### config.mk
export PLATFORM = sky130hd
export DESIGN_NAME = spec_throttle
export DESIGN_NICKNAME = d
export VERILOG_FILES = /design/src/rtl/spec_throttle_pkg.sv /design/src/rtl/thr_ctl_reg.sv /design/src/rtl/thr_score.sv /design/src/rtl/spec_throttle.sv
export SDC_FILE = /design/constraint.sdc
export NUM_CORES = 1
export LEC_CHECK = 0
export BUFFER_PORTS_ARGS = -buffer_cell sky130_fd_sc_hd__buf_2
export CAP_MARGIN = 20
export CORE_ASPECT_RATIO = 1.5
export CORE_MARGIN = 3
export CORE_UTILIZATION = 35
export CTS_CLUSTER_DIAMETER = 150
export DETAILED_ROUTE_END_ITERATION = 10
export GPL_TIMING_DRIVEN = 0
export PLACE_DENSITY = 0.79
export SYNTH_ARGS = -nofsm -noshare
export SYNTH_HDL_FRONTEND = slang
export SYNTH_SLANG_ARGS = --single-unit
### constraint.sdc
create_clock -name clk_i -period 5.8 [get_ports clk_i]
set_input_delay 0.58 -clock clk_i [delete_from_list [all_inputs] [get_ports clk_i]]
set_output_delay 0.58 -clock clk_i [all_outputs]
set_load 0.005 [all_outputs]
### src/rtl/spec_throttle_pkg.sv
package spec_throttle_pkg;
  typedef enum logic [1:0] {
    POL_SPEC  = 2'b00,
    POL_CONS  = 2'b01,
    POL_SLOW  = 2'b10,
    POL_FAST  = 2'b11
  } thr_pol_e;

  function automatic logic pol_periodic(thr_pol_e p);
    return p[1];
  endfunction
endpackage

### src/rtl/thr_ctl_reg.sv
module thr_ctl_reg
  import spec_throttle_pkg::*;
(
  input  logic     clk_i,
  input  logic     rst_ni,
  input  logic     we_i,
  input  logic [1:0] pol_i,
  output thr_pol_e pol_q_o,
  output thr_pol_e pol_nxt_o
);
  thr_pol_e pol_q;

  assign pol_nxt_o = we_i ? thr_pol_e'(pol_i) : pol_q;

  always_ff @(posedge clk_i or negedge rst_ni) begin
    if (!rst_ni) pol_q <= POL_SPEC;
    else         pol_q <= pol_nxt_o;
  end

  assign pol_q_o = pol_q;

  a_r9_pol_load: assert property (@(posedge clk_i) disable iff (!rst_ni)
    we_i |=> pol_q == thr_pol_e'($past(pol_i)));
  a_r9_pol_hold: assert property (@(posedge clk_i) disable iff (!rst_ni)
    !we_i |=> $stable(pol_q));
endmodule

### src/rtl/thr_score.sv
module thr_score #(
  parameter int CNT_W  = 8,
  parameter int STEP_W = 4
) (
  input  logic              clk_i,
  input  logic              rst_ni,
  input  logic              clr_i,
  input  logic              en_i,
  input  logic              inc_i,
  input  logic              dec_i,
  input  logic [STEP_W-1:0] step_i,
  output logic [CNT_W-1:0]  cnt_q_o,
  output logic [CNT_W-1:0]  cnt_nxt_o
);
  localparam int EXT_W = ((CNT_W > STEP_W) ? CNT_W : STEP_W) + 2;
  localparam logic [EXT_W-1:0] MAX_EXT = EXT_W'({CNT_W{1'b1}});

  logic [CNT_W-1:0] cnt_q;
  logic [EXT_W-1:0] up_sum, net_sum;

  always_comb begin
    up_sum  = EXT_W'(cnt_q) + (inc_i ? EXT_W'(step_i) : '0);
    net_sum = up_sum;
    if (dec_i && up_sum != '0) net_sum = up_sum - 1'b1;
    if (net_sum > MAX_EXT) net_sum = MAX_EXT;
    if (clr_i)      cnt_nxt_o = '0;
    else if (en_i)  cnt_nxt_o = net_sum[CNT_W-1:0];
    else            cnt_nxt_o = '0;
  end

  always_ff @(posedge clk_i or negedge rst_ni) begin
    if (!rst_ni) cnt_q <= '0;
    else         cnt_q <= cnt_nxt_o;
  end

  assign cnt_q_o = cnt_q;

  a_r6_no_overflow: assert property (@(posedge clk_i) disable iff (!rst_ni)
    (en_i && !clr_i && cnt_q == {CNT_W{1'b1}} && inc_i) |=> cnt_q == {CNT_W{1'b1}});
  a_r7_no_underflow: assert property (@(posedge clk_i) disable iff (!rst_ni)
    (en_i && !clr_i && cnt_q == '0 && dec_i && !inc_i) |=> cnt_q == '0);
  a_r8_net_step: assert property (@(posedge clk_i) disable iff (!rst_ni)
    (en_i && !clr_i && inc_i && dec_i && step_i != '0 &&
     (EXT_W'(cnt_q) + EXT_W'(step_i)) <= MAX_EXT + 1'b1)
    |=> EXT_W'(cnt_q) == EXT_W'($past(cnt_q)) + EXT_W'($past(step_i)) - 1'b1);
  a_r9_clear: assert property (@(posedge clk_i) disable iff (!rst_ni)
    clr_i |=> cnt_q == '0);
endmodule

### src/rtl/spec_throttle.sv
module spec_throttle
  import spec_throttle_pkg::*;
#(
  parameter int CTL_W     = 64,
  parameter int POL_LSB   = 4,
  parameter int CNT_W     = 8,
  parameter int STEP_SLOW = 4,
  parameter int STEP_FAST = 8
) (
  input  logic             clk_i,
  input  logic             rst_ni,
  input  logic             ctl_we_i,
  input  logic [CTL_W-1:0] ctl_wdata_i,
  input  logic             mispredict_i,
  input  logic             br_retire_i,
  output logic             conservative_o
);
  localparam int STEP_MAX = (STEP_FAST > STEP_SLOW) ? STEP_FAST : STEP_SLOW;
  localparam int STEP_W   = $clog2(STEP_MAX + 1);

  thr_pol_e         pol_q, pol_nxt;
  logic [STEP_W-1:0] step;
  logic [CNT_W-1:0]  cnt_q, cnt_nxt;
  logic              cons_nxt, cons_q;

  logic unused_wdata;
  assign unused_wdata = ^{ctl_wdata_i[CTL_W-1:POL_LSB+2], ctl_wdata_i[POL_LSB-1:0]};

  thr_ctl_reg u_ctl (
    .clk_i     (clk_i),
    .rst_ni    (rst_ni),
    .we_i      (ctl_we_i),
    .pol_i     (ctl_wdata_i[POL_LSB+1:POL_LSB]),
    .pol_q_o   (pol_q),
    .pol_nxt_o (pol_nxt)
  );

  // step chosen by current policy; unused outside periodic policies
  assign step = (pol_q == POL_FAST) ? STEP_W'(STEP_FAST) : STEP_W'(STEP_SLOW);

  thr_score #(.CNT_W(CNT_W), .STEP_W(STEP_W)) u_score (
    .clk_i     (clk_i),
    .rst_ni    (rst_ni),
    .clr_i     (ctl_we_i),
    .en_i      (pol_periodic(pol_q)),
    .inc_i     (mispredict_i),
    .dec_i     (br_retire_i),
    .step_i    (step),
    .cnt_q_o   (cnt_q),
    .cnt_nxt_o (cnt_nxt)
  );

  always_comb begin
    unique case (pol_nxt)
      POL_SPEC: cons_nxt = 1'b0;
      POL_CONS: cons_nxt = 1'b1;
      default:  cons_nxt = cnt_nxt[CNT_W-1];
    endcase
  end

  always_ff @(posedge clk_i or negedge rst_ni) begin
    if (!rst_ni) cons_q <= 1'b0;
    else         cons_q <= cons_nxt;
  end

  assign conservative_o = cons_q;

  a_r2_spec_low: assert property (@(posedge clk_i) disable iff (!rst_ni)
    (pol_q == POL_SPEC && !ctl_we_i) |=> !conservative_o);
  a_r3_cons_high: assert property (@(posedge clk_i) disable iff (!rst_ni)
    (pol_q == POL_CONS && !ctl_we_i) |=> conservative_o);
  a_r4_msb_flag: assert property (@(posedge clk_i) disable iff (!rst_ni)
    pol_periodic(pol_q) |-> conservative_o == cnt_q[CNT_W-1]);
endmodule

## After elaboration in Yosys (flattened, before gate mapping)

Cells that the tools add are included.

| storage, ports and cells | value |
|---|---|
| register bits after elaboration | 11 |
| input port bits | 69 |
| output and inout port bits | 1 |
| logic and storage cells | 19 |

| operators by class | value |
|---|---|
| $add $sub $neg | 2 |
| order comparisons | 1 |
| equal/unequal tests | 2 |
| multiplexer cells | 8 |
| reductions and logical operators | 3 |

Operators by type and width:

| kind | number |
|---|---|
| two-way mux 8 bit | 3 |
| adder 8 x 10 -> 10 bit | 1 |
| greater-than comparator 10 x 8 -> 1 bit (second input constant) | 1 |
| two-way mux 10 bit | 1 |
| nonzero test 10 bit | 1 |
| subtractor 10 x 1 -> 10 bit (second input constant) | 1 |
| two-way mux 4 bit | 2 |
| == test 2 x 1 -> 1 bit (second input constant) | 1 |
| == test 2 bit (second input constant) | 1 |
| zero test 2 bit | 1 |
| two-way mux 2 bit | 1 |
| one-hot mux 1 bit (2 select lines) | 1 |
| logical AND 1 bit | 1 |

## Longest topological paths before layout

Gate-level depths: netlist (run 1).

| depth | value |
|---|---|
| depth after elaboration | 12 |
| gate-level depth with buffers | 9 |
| depth with buffers taken out | 8 |

## Cells and area by module

From an unflattened synthesis (run 1), not the netlist that was laid out.

| unflattened totals | value |
|---|---|
| cell total of the unflattened synthesis | 111 |
| area total of the unflattened synthesis | 1,049.8 µm² |

Modules (own cells, without submodules):

| module | instances | cells each | area an instance (µm²) | sequential area each (µm²) |
|---|---|---|---|---|
| thr_score | 1 | 102 | 923.4 | 200.2 |
| thr_ctl_reg | 1 | 4 | 72.6 | 50.0 |
| spec_throttle | 1 | 5 | 53.8 | 25.0 |

## Worst setup path after synthesis (run 1)

OpenSTA, ideal clock, no wires.

| timing | value |
|---|---|
| path type | input to register |
| start | input port mispredict_i |
| end | register u_score.cnt_q[5], in the netlist u_score.cnt_q_o[5] |
| setup time | 138 ps |
| arrival time | 2,609 ps |
| required time | 5,662 ps |
| slack | 3,053 ps |
| stages on the path | 8 |
| path buffers | 0 |
| cells stage by stage | a21boi_0 ha_1 fa_1 or4_1 nor2_1 inv_1 o311ai_1 o211ai_1 |

| on the way | value |
|---|---|
| word-level cells in the longest chain between the ends | 9 |
| elaborated cells between the ends (all ways) | 10 |
| those cells by class | 2 x add/sub; 1 x order compare; 5 x mux; 2 x reduce/logical |

RTL lines:

| element | line | RTL |
|---|---|---|
| start, declared | spec_throttle.sv:14 | `input logic mispredict_i,` |
| two-way mux 4 bit * | thr_score.sv:22 | `up_sum = EXT_W'(cnt_q) + (inc_i ? EXT_W'(step_i) : '0);` |
| adder 8 x 10 -> 10 bit * | thr_score.sv:22 |  |
| parallel branches: the longest is 2 deep, another holds subtractor 10 x 1 -> 10 bit | - |  |
| two-way mux 10 bit * | thr_score.sv:24 | `if (dec_i && up_sum != '0) net_sum = up_sum - 1'b1;` |
| greater-than comparator 10 x 8 -> 1 bit | thr_score.sv:25 | `if (net_sum > MAX_EXT) net_sum = MAX_EXT;` |
| two-way mux 8 bit * | thr_score.sv:25 |  |
| two-way mux 8 bit * | thr_score.sv:27 | `else if (en_i) cnt_nxt_o = net_sum[CNT_W-1:0];` |
| two-way mux 8 bit * | thr_score.sv:26 | `if (clr_i) cnt_nxt_o = '0;` |
| via cnt_nxt[5] | spec_throttle.sv:23 | `logic [CNT_W-1:0] cnt_q, cnt_nxt;` |
| end signal, assigned | thr_score.sv:33 | `else cnt_q <= cnt_nxt_o;` |
| end, declared | thr_score.sv:18 | `logic [CNT_W-1:0] cnt_q;` |

Mark *: on every way through the listed nets, which the timed path passes.

## Worst setup path in the final report (run 1)

| timing | value |
|---|---|
| start | input port mispredict_i |
| end | register cons_q, in the netlist conservative_o |

| on the way | value |
|---|---|
| word-level cells in the longest chain between the ends | 10 |
| elaborated cells between the ends (all ways) | 11 |
| those cells by class | 2 x add/sub; 1 x order compare; 6 x mux; 2 x reduce/logical |

RTL lines:

| element | line | RTL |
|---|---|---|
| two-way mux 4 bit * | thr_score.sv:22 |  |
| adder 8 x 10 -> 10 bit * | thr_score.sv:22 |  |
| parallel branches: the longest is 2 deep, another holds subtractor 10 x 1 -> 10 bit | - |  |
| two-way mux 10 bit * | thr_score.sv:24 |  |
| greater-than comparator 10 x 8 -> 1 bit | thr_score.sv:25 |  |
| two-way mux 8 bit * | thr_score.sv:25 |  |
| two-way mux 8 bit * | thr_score.sv:27 |  |
| two-way mux 8 bit * | thr_score.sv:26 |  |
| one-hot mux 1 bit (2 select lines) * | spec_throttle.sv:54 | `unique case (pol_nxt)` |
| via cons_nxt | spec_throttle.sv:24 | `logic cons_nxt, cons_q;` |
| end signal, assigned | spec_throttle.sv:63 | `else cons_q <= cons_nxt;` |
| end, declared | spec_throttle.sv:24 |  |

Marks and branches as above.

==> metrics.md, run 1 <==
| Metric | Value |
|---|---|
| Initial antenna violation count | 0 |
| Int Pwr | 0.210 mW |
| Detailed-placement wirelength estimate | roughly 1900 µm |
| Total nets after synthesis | about 180 |
| Max-slew headroom | 0.677 |
| Max-Cap Viols | 0 |
| R2R Path End | conservative_o |
| RSZ-0062 raised after global routing | false |
| Fmax | 325 MHz |
| Stages on the worst setup path | 9 |
| Vias in the first global route | 1015 |
| Sequential share of power | 0.274 |
| Sw frac | 0.387 |
| Distinct cells, synth | 50 |
| Worst hold slack | 0.205 ns |
| DRT iter0 DRCs | 18 |
| Vias/cell | between 5 and 6 |
| Initial core utilization | 0.378 |
| Worst EP required | around 5.9 ns |
| Worst Setup End Kind | flop |
| Setup ws final | 2.73 ns |
| Gate power share | 0.506 |
| Final hold violations | 0 |
| Startpoint types | primary input |
| Clk network pwr share | 0.220 |
| Status | finished clean |
| Critical path class | primary input to flop |
| # IOs | 70 |
| Fin cells | between 150 and 200 |
| Switching Power | 0.133 mW |
| DRC violations left | 0 |
| Post-synth EDFFs | 0 |
| CP Max Fanout | 6 |
| Worst r2r src | u_ctl.pol_q_o[1] |
| Slew @ Worst Pin | 0.484 ns |
| Critical path's largest stage delay | 0.55 ns |
| Hold crit path type | primary input to async pin |
| Gp weighted congestion | 0.934 |
| CP cell instances | buf_2, a21boi_0, ha_1, fa_1, nor3b_1, nand2_1, nand4b_1, a221oi_1, o21ai_1 |
| Post-synth top flop | dfrtp_1 |
| Ranking of synthesized cells by area | dfrtp_1 27%, ha_1 4.8%, buf_6 4.4% |
| Tot Pwr | between 0.3 and 0.4 mW |
| Detail Route Antenna Nets | 0 |
| Reg2Reg Depth | 8 |
| Chip Width | a little over 50 µm |
| Pleak | 0.513 nW |
| Core area | ~2700 µm² |
| Synthesis-to-finish area growth | 12.2% |
| H-Tree Depth | 1 |
| Largest net degree at the start of global routing | 12 |
| TNS Setup | 0 ns |
| Final period util | 0.530 |
| Yosys warning total | 0 |
| Final setup fails | 0 |
| Hold_buf cts | 0 |
| Clk slew on worst S/H paths | 0.05 ns |
| First-pass GRT wire length | 4320 µm |
| Cells after synthesis | 107 |
| IO Port Bufs | 7 |
| Skew-Pair Late Insertion Delay | between 0.2 and 0.25 ns |
| Pre-CTS WS | 2.53 ns |
| Worst R2R Setup Slack | 2.76 ns |
| Via count | 912 |
| Routed wire length | approximately 2500 µm |
| #FFs+latches synth | 11 |
| FFs w/ async S/R, synth | 1.00 |
| TritonCTS clock tree | built |
| Sequential fraction of the synthesis area | 0.267 |
| Setup Skew | 0.00152 ns |
| Worst VDD drop | 0.128 mV |
| Cell family with most CP delay | compound AO/OA/AOI/OAI gates |
| Die footprint | 3650 µm² |
| Minimum clock period | 3.07 ns |
| Critical path arrival | 3.17 ns |
| Synth Cell Area | 1030 µm² |
| Resize count post-CTS | 0 |
| Area leader, netlist | dfrtp_1 |
| Diode count | 0 |
| Pwr dens | 296 nW/µm² |
| Final #Nets | about 190 |
| CTS buffer count | 3 |
| Pre-Repair DR Iteration Count | 4 |
| Placed insts | around 150 |
| Buf+Inv Stages, Crit Path | 1 |
| Post-CTS Setup Bufs | 0 |
| Gr usage total | 0.149 |
| Synth top area share | 0.267 |
| CP Launch Point | mispredict_i |
| Crit-path slowest cell | fa_1 |
| CTS Buffer Depth | 2 |
| Count of pins over their slew limit | 0 |
| GR Overflow Total | 0 |
| Wire per inst | between 15 and 20 µm |
| Layout cells sized above 1 | 0.263 |
| Fillers | 260 |
| Clock Root Buffer | clkbuf_8 |
| Die height | 72.5 µm |
| Synthesized area per cell | 9.65 µm² |
| Clock sink count | 11 |
| Row count | 23 |
[power groups by stage]
stage	sequential, mW	combinational [mW]	clock, mW
floorplan	0.0933	0.137	0
detailed placement	0.0950	0.171	0
finish	0.0941	0.174	0.0755
global route	0.0957	0.189	0.0793
global placement	0.0943	0.165	0
CTS	0.0939	0.172	0.0763
[sequential cells by signal, summed over array words and instances (netlist names)]
signal / count
u_score.cnt_q_o: 8
u_ctl.pol_q_o: 2
conservative_o: 1
[synthesized netlist by cell type (2+ instances only)]
cell       n
a21boi_0   2
a21oi_1    2
a31oi_1    5
and3_1     2
and3_2     2
buf_6      4
clkbuf_1   2
dfrtp_1   11
ha_1       4
inv_1      7
nand2_1    5
nand3_1    2
nand4_1    2
nand4b_1   3
nor2_1     5
nor3_1     2
nor3b_1    2
o211ai_1   3
o21ai_0    2
o21ai_1    3
o31ai_1    3
or3_1      4
or4_1      3
[cells by family after synthesis]
kind of cell | after synthesis | synth area share
and+or+nand+nor | 40 | 0.262
AOI/OAI and AO/OA | 34 | 0.285
buffers and inverters | 13 | 0.0764
DFF | 11 | 0.267
adders and majority gates | 5 | 0.0679
xor gates and xnor gates | 2 | 0.0170
muxes | 2 | 0.0254
[final cells by class]
cell class                      count  area, µm²  area share
Multi-Input combinational cell     83        678       0.585
Clock buffer                        4       45.0      0.0389
Timing Repair Buffer                7       35.0      0.0302
Inverter                            7       26.3      0.0227
Sequential cell                    11        275       0.238
Tap cell                           37       46.3      0.0400
Buffer                              6       52.6      0.0454
[layout by cell type, fill, tap and decap left out, drive strengths merged, types with 4 or more instances in the layout]
master	count
ha	4
or3	4
o211ai	4
a31oi	5
and3	4
clkbuf	6
dfrtp	11
o21ai	5
nand2	5
buf	11
or4	4
inv	7
nor2	5
[per-stage QoR]
step | util | area [µm²]
final | 0.424 | 1160
after global routing | 0.424 | 1160
after CTS | 0.424 | 1160
after detailed placement | 0.407 | 1110
after global placement | 0.407 | 1110
after floorplan | - | 1030
[worst max-delay path by stage]
stage          slack [ns]                 end
2_1_floorplan        3.05  u_score.cnt_q_o[5]
3_3_place_gp         2.61      conservative_o
3_5_place_dp         2.53      conservative_o
4_1_cts              2.76      conservative_o
5_1_grt              2.53      conservative_o
6_report             2.73      conservative_o
[layer usage]
| layer | up-vias | routed length (µm) | global-route usage |
|---|---|---|---|
| met5 | - | 0 | 0 |
| met4 | 0 | 77 | 0.0749 |
| met3 | 8 | 82 | 0.0205 |
| met2 | 25 | 1370 | 0.289 |
| met1 | 435 | 932 | 0.151 |
| li1 | 444 | - | - |
[worst register-to-register path, delay by kind of cell, from the launching register on]
kind,cells,cell delay (ns)
AO/OA/AOI/OAI,3,0.87
adder cells (fa/ha/maj),2,0.86
flip-flops,1,0.40
AND/OR/NAND/NOR,3,0.78
No activity file was read; power rests on OpenSTA's default activity.
==> inputs of run 2 (changes only) <==
- clock period: 5.8 -> 3.1 ns (I/O delays scaled with it)
==> run 2 against run 1 <==
Compared with the run above:
- combinational power rose by 91%
- design area rose by 1.8%
- largest cell class unchanged
- sequential cell count did not move
- routed wire length rose by 2.0%
- global-route usage rose by 0.17 points
- critical endpoint is now u_score.cnt_q_o[5]
- total power rose by 89%
- hold slack improved by 0.10 ns
==> metrics.md, run 2 (synthesis results as in run 1) <==
| Metric | Value |
|---|---|
| Area occupied by multi-input gates | 689 µm² (was 678 µm²) |
| R2R Path End | u_score.cnt_q_o[5] (was conservative_o) |
| Via count | 908 (was 912) |
| Detail Route Antenna Nets | 0 (unchanged) |
| Routed wire length | 2510 µm (was 2460 µm) |
| IO Port Bufs | 7 (unchanged) |
| Clock sink count | 11 (unchanged) |
| Worst hold slack | 0.309 ns (was 0.205 ns) |
| Worst Setup End Kind | flop (unchanged) |
| Startpoint types | flop (was primary input) |
| Vias in the first global route | 1023 (was 1015) |
| DRC violations left | 0 (unchanged) |
| Final setup fails | 0 (unchanged) |
| Pwr dens | 551 nW/µm² (was 296 nW/µm²) |
| Most frequent cells in the layout | 11 x dfrtp_1, 7 x inv_1, 7 x buf_2 (unchanged) |
| Largest register FFs | 8 (unchanged) |
| Max-Cap Viols | 0 (unchanged) |
| Max-slew headroom | 0.693 (was 0.677) |
| FF/Latch Area | 275 µm² (unchanged) |
| Setup ws final | 0.198 ns (was 2.73 ns) |
| Reg2Reg Depth | 8 (unchanged) |
| Min-Delay Endpoint | u_ctl.pol_q_o[1] |
| CP Launch Point | u_ctl.pol_q_o[1] (was mispredict_i) |
| Pre-CTS WS | 0.0992 ns (was 2.53 ns) |
| Initial antenna violation count | 0 (unchanged) |
| # IOs | 70 (unchanged) |
| RSZ-0062 raised after global routing | false (unchanged) |
| Final period util | 0.936 |
| Pleak | 0.521 nW (was 0.513 nW) |
| Gp weighted congestion | 0.934 (unchanged) |
| Row count | 23 (unchanged) |
| Fmax | 345 MHz |
| Layout cells sized above 1 | 0.277 (was 0.263) |
| TritonCTS clock tree | built (unchanged) |
| Fillers | 258 (was 260) |
| Pre-Repair DR Iteration Count | 4 (unchanged) |
| CTS buffer count | 3 (unchanged) |
| Die footprint | 3650 µm² (unchanged) |
| Vias/cell | 5.82 (was 5.88) |
| Die height | 72.5 µm (unchanged) |
| CP Max Fanout | 6 (unchanged) |
| Detailed-placement wirelength estimate | 1900 µm (unchanged) |
| Setup Skew | 0.00232 ns (was 0.00152 ns) |
| Wire per inst | 16.1 µm (was 15.9 µm) |
| Minimum clock period | 2.90 ns |
| Skew-Pair Late Insertion Delay | 0.23 ns (about the same) |
| Critical path class | flop to flop (was primary input to flop) |
| Diode count | 0 (unchanged) |
| CTS Buffer Depth | 2 (unchanged) |
| Status | finished clean (unchanged) |
| Worst VDD drop | 0.241 mV (was 0.128 mV) |
| Worst EP required | 3.19 ns (was 5.90 ns) |
| Critical path arrival | 2.99 ns (was 3.17 ns) |
| DRT iter0 DRCs | 15 (was 18) |
| Clk slew on worst S/H paths | 0.05 ns (about the same) |
| GR Overflow Total | 0 (unchanged) |
| TNS Setup | 0 ns (unchanged) |
| Initial core utilization | 0.378 (unchanged) |
| Worst r2r src | u_ctl.pol_q_o[1] (unchanged) |
| Synthesis-to-finish area growth | 14.3% (was 12.2%) |
| Hold crit path type | primary input to flop (was primary input to async pin) |
| Hold path depth | 3 |
| Final #Nets | 194 (was 193) |
| Clock Root Buffer | clkbuf_8 (unchanged) |
| H-Tree Depth | 1 (unchanged) |
| Count of pins over their slew limit | 0 (unchanged) |
| Post-CTS Setup Bufs | 0 (unchanged) |
| Slew @ Worst Pin | 0.456 ns (was 0.484 ns) |
| First-pass GRT wire length | 4370 µm (was 4320 µm) |
| Final hold violations | 0 (unchanged) |
| Hold path start | ctl_wdata_i[5] |
| Chip Width | 50.3 µm (unchanged) |
| Worst R2R Setup Slack | 0.20 ns (was 2.76 ns) |
| Commonest non-fill, non-tap cell in the layout | dfrtp_1 (unchanged) |
| Finished Core Util | 0.432 (was 0.424) |
| Gr usage total | 0.151 (was 0.149) |
| Core area | 2730 µm² (unchanged) |
| Largest net degree at the start of global routing | 12 (unchanged) |
run 2: cell types whose count changed in the layout (fill, tap and decap cells not counted):
cell / previous run / this run
a221oi_2: 0 / 1
nor3b_2: 1 / 2
a221oi_1: 1 / 0
dlygate4sd3_1: 0 / 1
nor3b_1: 2 / 1
run 2: where the power goes:
part           switching, mW  leakage (nW)  internal [mW]  total, mW
logic                  0.188         0.352          0.145      0.333
registers             0.0136         0.146          0.163      0.176
clock network         0.0506        0.0228         0.0900      0.141
run 2: area by class of cell:
cell class / instances / share of cell area
inverter: 7 / 0.0223
timing repair buffer: 8 / 0.0382
multi-input combinational: 83 / 0.584
clock buffer: 4 / 0.0382
sequential: 11 / 0.233
tap: 37 / 0.0392
buffer: 6 / 0.0445
run 2: metrics by stage:
step / power, mW / area [µm²] / cells
final: 0.650 / 1180 / 156
after global routing: 0.691 / 1180 / 156
after CTS: 0.642 / 1170 / 156
after detailed placement: 0.498 / 1110 / 151
after global placement: 0.485 / 1110 / 151
after floorplan: 0.431 / 1030 / 107
run 2: per-layer routing:
layer	up-vias	wire [µm]	GRT usage
li1	445	-	-
met5	-	0	0
met1	442	953	0.153
met2	15	1440	0.292
met4	0	61	0.0749
met3	6	56	0.0205
run 2: how the worst max path moves through the flow:
stage | cells after the start | endpoint
3_3_place_gp | 9 | conservative_o
4_1_cts | 8 | conservative_o
5_1_grt | 9 | u_score.cnt_q_o[2]
2_1_floorplan | 8 | u_score.cnt_q_o[5]
6_report | 8 | u_score.cnt_q_o[5]
3_5_place_dp | 9 | conservative_o
run 2: timing repair:
item,4_1_cts,5_1_grt
endpoints found under the hold margin,11,0
setup endpoints to repair,0,2
resized for setup,0,2
hold buffers,1,0
run 2: worst max-delay path, cell delays in order (launching register included):
cell and delay (ns):
dfrtp_1 0.39, a21boi_0 0.23, ha_1 0.31, fa_1 0.56
or4_1 0.63, nor2_1 0.19, inv_1 0.06, o311ai_1 0.24
o211ai_1 0.15
